$ cat config.mk
export PLATFORM = sky130hd
export DESIGN_NAME = chg_safety_timer
export DESIGN_NICKNAME = d
export VERILOG_FILES = /design/src/rtl/chg_tmr_pkg.sv /design/src/rtl/chg_slow_gate.sv /design/src/rtl/chg_safety_cnt.sv /design/src/rtl/chg_topoff_cnt.sv /design/src/rtl/chg_safety_timer.sv
export SDC_FILE = /design/constraint.sdc
export NUM_CORES = 1
export LEC_CHECK = 0
export ABC_AREA = 1
export BUFFER_PORTS_ARGS = -buffer_cell sky130_fd_sc_hd__buf_2
export CAP_MARGIN = 20
export CORE_MARGIN = 1
export CORE_UTILIZATION = 35
export CTS_CLUSTER_DIAMETER = 200
export DETAILED_ROUTE_END_ITERATION = 7
export GPL_TIMING_DRIVEN = 1
export SYNTH_ARGS = -nofsm -noshare
export SYNTH_HDL_FRONTEND = slang
export SYNTH_HIERARCHICAL = 1
export SYNTH_SLANG_ARGS = --single-unit
$ cat constraint.sdc
create_clock -name clk_i -period 5.85 [get_ports clk_i]
set_input_delay 0.2925 -clock clk_i [delete_from_list [all_inputs] [get_ports clk_i]]
set_output_delay 0.2925 -clock clk_i [all_outputs]
set_load 0.02 [all_outputs]
$ cat src/rtl/chg_tmr_pkg.sv
package chg_tmr_pkg;
  typedef enum logic [1:0] {
    PH_IDLE = 2'b00,
    PH_PRE  = 2'b01,
    PH_FAST = 2'b10,
    PH_TERM = 2'b11
  } chg_phase_e;

  localparam logic [1:0] FLT_NONE  = 2'b00;
  localparam logic [1:0] FLT_TIMER = 2'b11;
  localparam logic [1:0] ISET_FULL = 2'b11;

  localparam int unsigned PRE_HOURS        = 2;
  localparam int unsigned FAST_SHORT_HOURS = 10;
  localparam int unsigned FAST_LONG_HOURS  = 20;
  localparam int unsigned TOPOFF_MAX_QTR   = 3;
endpackage

$ cat src/rtl/chg_slow_gate.sv
module chg_slow_gate
  import chg_tmr_pkg::*;
(
  input  logic       clk_i,
  input  logic       rst_ni,
  input  logic       tick_i,
  input  logic       restart_i,
  input  logic       slow_en_i,
  input  logic       iin_lim_i,
  input  logic       vin_lim_i,
  input  logic       therm_reg_i,
  input  logic       cool_zone_i,
  input  logic [1:0] cool_iset_i,
  input  logic       warm_zone_i,
  input  logic [1:0] warm_iset_i,
  output logic       adv_o
);
  logic cool_slow, warm_slow, slow;
  logic half_q;

  // a zone at full current never slows the timer
  assign cool_slow = cool_zone_i && (cool_iset_i != ISET_FULL);
  assign warm_slow = warm_zone_i && (warm_iset_i != ISET_FULL);
  assign slow      = slow_en_i && (iin_lim_i || vin_lim_i || therm_reg_i || cool_slow || warm_slow);

  always_ff @(posedge clk_i or negedge rst_ni) begin
    if (!rst_ni)                half_q <= 1'b0;
    else if (restart_i || !slow) half_q <= 1'b0;
    else if (tick_i)            half_q <= ~half_q;
  end

  // under slowdown the first tick is skipped, then every other tick counts
  assign adv_o = tick_i && (!slow || half_q);
endmodule

$ cat src/rtl/chg_safety_cnt.sv
module chg_safety_cnt
  import chg_tmr_pkg::*;
#(
  parameter int unsigned SEC_PER_HOUR = 3600
) (
  input  logic clk_i,
  input  logic rst_ni,
  input  logic adv_i,
  input  logic active_i,
  input  logic is_fast_i,
  input  logic fast_short_i,
  input  logic restart_i,
  input  logic clear_flt_i,
  output logic expired_o
);
  localparam int unsigned CNT_W = $clog2(FAST_LONG_HOURS * SEC_PER_HOUR + 1);
  localparam logic [CNT_W-1:0] LIM_PRE   = CNT_W'(PRE_HOURS * SEC_PER_HOUR);
  localparam logic [CNT_W-1:0] LIM_SHORT = CNT_W'(FAST_SHORT_HOURS * SEC_PER_HOUR);
  localparam logic [CNT_W-1:0] LIM_LONG  = CNT_W'(FAST_LONG_HOURS * SEC_PER_HOUR);

  logic [CNT_W-1:0] cnt_q;
  logic [CNT_W-1:0] limit;
  logic [CNT_W:0]   cnt_nxt;
  logic             exp_q;
  logic             step;

  always_comb begin
    if (!is_fast_i)       limit = LIM_PRE;
    else if (fast_short_i) limit = LIM_SHORT;
    else                  limit = LIM_LONG;
  end

  assign cnt_nxt = {1'b0, cnt_q} + (CNT_W+1)'(1);
  assign step    = active_i && !restart_i && adv_i && !exp_q;

  always_ff @(posedge clk_i or negedge rst_ni) begin
    if (!rst_ni) begin
      cnt_q <= '0;
      exp_q <= 1'b0;
    end else begin
      if (restart_i || !active_i) cnt_q <= '0;
      else if (step)              cnt_q <= cnt_nxt[CNT_W-1:0];

      if (clear_flt_i)                               exp_q <= 1'b0;
      else if (step && (cnt_nxt >= {1'b0, limit}))   exp_q <= 1'b1;
    end
  end

  assign expired_o = exp_q;
endmodule

$ cat src/rtl/chg_topoff_cnt.sv
module chg_topoff_cnt
  import chg_tmr_pkg::*;
#(
  parameter int unsigned SEC_PER_QTR = 900
) (
  input  logic       clk_i,
  input  logic       rst_ni,
  input  logic       tick_i,
  input  logic       in_term_i,
  input  logic       restart_i,
  input  logic [1:0] sel_i,
  output logic       active_o
);
  localparam int unsigned TW = $clog2(TOPOFF_MAX_QTR * SEC_PER_QTR + 1);

  logic [TW-1:0] cnt_q;
  logic [TW-1:0] limit;
  logic [TW:0]   cnt_nxt;
  logic          done_q;
  logic          on;

  always_comb begin
    case (sel_i)
      2'b01:   limit = TW'(SEC_PER_QTR);
      2'b10:   limit = TW'(2 * SEC_PER_QTR);
      2'b11:   limit = TW'(3 * SEC_PER_QTR);
      default: limit = '0;
    endcase
  end

  assign on      = in_term_i && (sel_i != 2'b00);
  assign cnt_nxt = {1'b0, cnt_q} + (TW+1)'(1);

  always_ff @(posedge clk_i or negedge rst_ni) begin
    if (!rst_ni) begin
      cnt_q  <= '0;
      done_q <= 1'b0;
    end else if (restart_i || !on) begin
      cnt_q  <= '0;
      done_q <= 1'b0;
    end else if (tick_i && !done_q) begin
      cnt_q <= cnt_nxt[TW-1:0];
      if (cnt_nxt >= {1'b0, limit}) done_q <= 1'b1;
    end
  end

  assign active_o = on && !done_q;
endmodule

$ cat src/rtl/chg_safety_timer.sv
module chg_safety_timer
  import chg_tmr_pkg::*;
#(
  parameter int unsigned SEC_PER_HOUR = 3600,
  parameter int unsigned SEC_PER_QTR  = 900
) (
  input  logic       clk_i,
  input  logic       rst_ni,
  input  logic       tick_i,
  input  logic [1:0] phase_i,
  input  logic       timer_en_i,
  input  logic       fast_short_i,
  input  logic       slow_en_i,
  input  logic       iin_lim_i,
  input  logic       vin_lim_i,
  input  logic       therm_reg_i,
  input  logic       cool_zone_i,
  input  logic [1:0] cool_iset_i,
  input  logic       warm_zone_i,
  input  logic [1:0] warm_iset_i,
  input  logic [1:0] topoff_sel_i,
  input  logic       reg_rst_i,
  output logic [1:0] fault_code_o,
  output logic       timer_run_o,
  output logic       topoff_active_o
);
  chg_phase_e phase, phase_q;
  logic restart, active, clear_flt, adv, expired;

  assign phase = chg_phase_e'(phase_i);

  always_ff @(posedge clk_i or negedge rst_ni) begin
    if (!rst_ni) phase_q <= PH_IDLE;
    else         phase_q <= phase;
  end

  assign restart   = (phase != phase_q) || reg_rst_i;
  assign active    = timer_en_i && ((phase == PH_PRE) || (phase == PH_FAST));
  assign clear_flt = reg_rst_i || (phase == PH_IDLE);

  chg_slow_gate u_slow (
    .clk_i       (clk_i),
    .rst_ni      (rst_ni),
    .tick_i      (tick_i),
    .restart_i   (restart),
    .slow_en_i   (slow_en_i),
    .iin_lim_i   (iin_lim_i),
    .vin_lim_i   (vin_lim_i),
    .therm_reg_i (therm_reg_i),
    .cool_zone_i (cool_zone_i),
    .cool_iset_i (cool_iset_i),
    .warm_zone_i (warm_zone_i),
    .warm_iset_i (warm_iset_i),
    .adv_o       (adv)
  );

  chg_safety_cnt #(.SEC_PER_HOUR(SEC_PER_HOUR)) u_cnt (
    .clk_i        (clk_i),
    .rst_ni       (rst_ni),
    .adv_i        (adv),
    .active_i     (active),
    .is_fast_i    (phase == PH_FAST),
    .fast_short_i (fast_short_i),
    .restart_i    (restart),
    .clear_flt_i  (clear_flt),
    .expired_o    (expired)
  );

  chg_topoff_cnt #(.SEC_PER_QTR(SEC_PER_QTR)) u_topoff (
    .clk_i     (clk_i),
    .rst_ni    (rst_ni),
    .tick_i    (tick_i),
    .in_term_i (phase == PH_TERM),
    .restart_i (restart),
    .sel_i     (topoff_sel_i),
    .active_o  (topoff_active_o)
  );

  assign fault_code_o = expired ? FLT_TIMER : FLT_NONE;
  assign timer_run_o  = active && !expired;
endmodule

-- Yosys cells after proc, flatten, opt, wreduce, memory -nomap -nowiden
Cells that the tools add are included.
- add/sub/neg operators: 2
- $lt $le $gt $ge: 2
- equal/unequal tests: 9
- mux-type cells: 15
- bitwise gates (word level): 1
- reduce and logical (&&, ||, !) cells: 38
- operators with widths (kind ; count):
    $mux 17 ; 4
    $pmux 12 s3 ; 1
    $mux 12 ; 2
    $add 17x1->18 const B ; 1
    $ge 18x17->1 ; 1
    $add 12x1->13 const B ; 1
    $ge 13x12->1 ; 1
    $logic_and 1x1->1 ; 13
    $reduce_bool 2->1 ; 6
    $logic_or 1x1->1 ; 11
    $eq 2x2->1 const B ; 4
    $mux 1 ; 7
    $logic_not 1->1 ; 6
    $eq 2x1->1 const B ; 2
    $ne 2x2->1 const B ; 2
    $logic_not 2->1 ; 1
    $mux 2 ; 1
    $ne 2x2->1 ; 1
    $reduce_and 2->1 ; 1
    $not 1->1 ; 1
- bits in registers: 34
- output and inout bits: 4

-- Logic depth before layout (Yosys ltp)
- depth after elaboration: 13
- depth in mapped cells: 20
- depth with buffers taken out: 20

-- Hierarchy
The synthesis kept the hierarchy.
- by module, submodules not included (module ; times used ; cells an instance ; area an instance (µm²) ; sequential area each (µm²)):
    chg_safety_cnt ; 1 ; 189 ; 1381.3 ; 450.4
    chg_topoff_cnt ; 1 ; 139 ; 1077.3 ; 325.3
    chg_safety_timer ; 1 ; 21 ; 163.9 ; 50.0
    chg_slow_gate ; 1 ; 18 ; 106.4 ; 25.0

-- Worst setup path after synthesis
Ideal clock, no wire load.
- path kind: reg-to-reg
- start point: register u_cnt.cnt_q[1]
- end point: register u_cnt.exp_q, in the netlist u_cnt/expired_o
- setup time: 0.117 ns
- arrival: 2.241 ns
- required time: 5.733 ns
- slack: 3.492 ns
- cell stages (with the launch flop): 18
- cell sequence: dfrtp_1 ha_1 nand2_1 inv_1 nand2_2 nor3_4 nand3_2 nor2_2 nand3_2 xnor2_2 ha_1 a21oi_1 o21ai_0 a21o_1 nand2_1 nand2_1 nand3_1 nand2_1
- cells in the longest elaborated chain, start to end: 4
- RTL lines (element ; line ; source):
    start, declared ; chg_safety_cnt.sv:21 ; logic [CNT_W-1:0] cnt_q;
    start signal, assigned ; chg_safety_cnt.sv:42 ; else if (step) cnt_q <= cnt_nxt[CNT_W-1:0];
    $add 17x1->18 ; chg_safety_cnt.sv:33 ; assign cnt_nxt = {1'b0, cnt_q} + (CNT_W+1)'(1);
    $ge 18x17->1 ; chg_safety_cnt.sv:45 ; else if (step && (cnt_nxt >= {1'b0, limit})) exp_q <= 1'b1;
    $logic_and 1x1->1 ; chg_safety_cnt.sv:45 ;
    $reduce_bool 2->1 (no source line) ; - ;
    end signal, assigned ; chg_safety_cnt.sv:39 ; exp_q <= 1'b0;
    end signal, assigned ; chg_safety_cnt.sv:44 ; if (clear_flt_i) exp_q <= 1'b0;
    end signal, assigned ; chg_safety_cnt.sv:45 ;
    end, declared ; chg_safety_cnt.sv:24 ; logic exp_q;
Every way passes these cells.
A chain may end at the register's enable or synchronous reset.

-- Worst setup path after layout
Ends and elaborated chain as after synthesis.

==> metrics.txt <==
first-pass GRT wire length=10600 um; port buffer count=23; Crit path required time=6.04 ns; Fin Clk Skew=0.0103 ns; worst vdd ir=0.142 mV; grt ovf=0; syn avg cell area=7.44 um^2; cell area after synthesis=2730 um^2; H-tree lvl count=2; Die Ht=90.3 um; Area Growth Syn to Fin=11.6%; crit path kind=reg -> reg; final-report hold violation count=0; # rows=31; Tmin final=2.70 ns; later-pin clock latency in the skew report=0.29 ns; crit path max fanout=4; final setup TNS=0 ns; initial antenna violation count=0; Critical Path Start Type=flop; drt total wl=5990 um; core area=7410 um^2; clk slew on worst S/H paths=0.08 ns; Finished Cell Area=3050 um^2; synth warn=6; Syn Nets=414; beginning of the critical path=u_cnt/cnt_q[1]$_DFFE_PN0P_; Chip Width=90.3 um; DR vias/cell=4.89; Resized cells post-CTS=0; Setup Fix Bufs, Post-CTS=0; max-cap check violation count=0; Slew HR=0.493; Worst Max-Slew Pin Slew=0.761 ns; DRC errors left=0; Synth Instances=367; Initial Utilization=0.368; Antenna Nets Post-Route=0; fin crit share=0.461; Iteration-0 DRC Markers=119; Post-CTS Hold Buffers=0; clk root buf=clkbuf_8; ordered cell list for the critical path=ha_1 -> nand2_1 -> inv_1 -> nand2_2 -> nor3_4 -> nand3_2 -> nor2_2 -> nand3_2 -> xnor2_2 -> ha_1 -> a21oi_1 -> o21ai_0 -> a21o_1 -> nand2_1 -> nand2_1 -> nand3_1 -> nand2_1; WHS=0.0617 ns; pwr/cell area=163 nW/um^2; Top cell by count, worst path=nand2_1; vias in the first global route=2378; vias post-DR=2404; RR Endpoint=u_cnt/expired_o$_DFFE_PN0P_; Sinks on Clock Net=34; Finish-stage setup viols=0; wire length per cell=12.2 um; Slowest cell on crit path=dfrtp_1; Slew Limit Fails=0; RSZ-0062 raised after global routing=false; Setup crit end kind=flop; Total GRT Usage=0.160; status=finished clean; placed inst area=2940 um^2; share of layout cells above drive strength 1=0.150; largest net degree at the start of global routing=35; Final nets=439; GP Congestion=0.842; drt first pass iters=4; Die Area=8150 um^2; total power=0.000496 W; Max Clock Freq=371 MHz; diodes inserted=0; Max stage delay on crit path=0.41 ns; register-to-register setup slack=3.15 ns; Hold Crit Class=in -> async; sequential share of the synthesized area=0.312; HPWL after DPL=4770 um; most frequent cells in the layout=nand2_1, inv_1, dfrtp_1; maximum clock path buffer count=2; R2R depth=17; register bit total from synthesis=34; I/O pin cnt=24; CTS tree=built; synth unique cells=34; CTS buffer count=5; CP arrival=2.89 ns; leakage=1.60 nW; most common cell after layout, fill and taps aside=nand2_1; fillcell total=758; worst reg2reg startpoint=u_cnt/cnt_q[1]$_DFFE_PN0P_
==> Yosys cell counts (all sizes together) <==
cell | number | area share
a211oi | 1 | 0.0028
a21o | 1 | 0.0028
a21oi | 9 | 0.019
a22o | 2 | 0.0064
buf | 4 | 0.010
clkbuf | 1 | 0.0014
clkinv | 1 | 0.0014
dfrtp | 34 | 0.31
ha | 27 | 0.12
inv | 65 | 0.089
nand2 | 91 | 0.13
nand3 | 30 | 0.070
nand3b | 1 | 0.0028
nand4 | 14 | 0.032
nor2 | 30 | 0.050
nor3 | 7 | 0.025
o211a | 1 | 0.0037
o211ai | 1 | 0.0028
o21ai | 19 | 0.035
o21bai | 2 | 0.0055
o22ai | 10 | 0.023
or2 | 1 | 0.0023
xnor2 | 2 | 0.0092
xor2 | 13 | 0.042
==> routing by layer <==
layer | share of wire | global-route usage | vias up
li1 | - | - | 1243
met1 | 0.49 | 0.209 | 1090
met2 | 0.45 | 0.265 | 60
met3 | 0.042 | 0.0286 | 11
met4 | 0.020 | 0.0605 | 0
met5 | 0 | 0 | -
==> sequential cells by signal, indices dropped and copies added (netlist names) <==
name             count
u_cnt/cnt_q         17
phase_q              2
u_topoff/cnt_q      12
u_cnt/expired_o      1
u_slow/half_q        1
u_topoff/done_q      1
==> critical path: cells and delay by family (launching register included) <==
kind | cells | cell delay, ns
AO/OA/AOI/OAI | 3 | 0.42
flip-flops | 1 | 0.41
XOR/XNOR | 1 | 0.15
AND/OR/NAND/NOR | 10 | 0.95
adder cells (fa/ha/maj) | 2 | 0.56
buffers and inverters | 1 | 0.11
==> stage by stage <==
| step | worst slack [ns] | cells | util |
|---|---|---|---|
| finish | 3.15 | 492 | 0.411 |
| global route | 2.86 | 492 | 0.411 |
| CTS | 3.16 | 492 | 0.411 |
| detailed placement | 3.20 | 484 | 0.396 |
| global placement | 3.22 | 484 | 0.396 |
| floorplan | 3.49 | 367 | - |
==> where the power goes <==
group	switching, W	total, W	leakage [nW]	internal [W]
combinational	0.0000281	0.0000440	1.07	0.0000160
sequential	0.000000622	0.000236	0.470	0.000236
clock	0.0000904	0.000216	0.0579	0.000125
==> final cells by class <==
class	instances	area, um^2	area share
sequential	34	851	0.279
inverter	66	248	0.0813
multi-input combinational	262	1600	0.525
tap	99	124	0.0407
timing repair buffer	23	115	0.0378
clock inverter	3	40.0	0.0131
clock buffer	5	68.8	0.0226
==> kinds of logic (layout without fill, tap and decap cells) <==
family                     Yosys count  in the layout  share of synthesized area
AOI/OAI and AO/OA                   46             46                      0.101
xor gates and xnor gates            15             15                     0.0509
adders and majority gates           27             27                      0.124
buffers and inverters               71             97                      0.102
DFF                                 34             34                      0.312
and+or+nand+nor                    174            174                      0.310
==> how the worst max path moves through the flow <==
stage	endpoint	cells past startpoint
CTS	u_cnt/expired_o$_DFFE_PN0P_	17
global route	u_cnt/expired_o$_DFFE_PN0P_	18
global placement	u_cnt/expired_o$_DFFE_PN0P_	17
floorplan	u_cnt/expired_o$_DFFE_PN0P_	17
finish	u_cnt/expired_o$_DFFE_PN0P_	17
detailed placement	u_cnt/cnt_q[8]$_DFFE_PN0P_	13
Note: power is estimated with default switching activity, not from simulation.
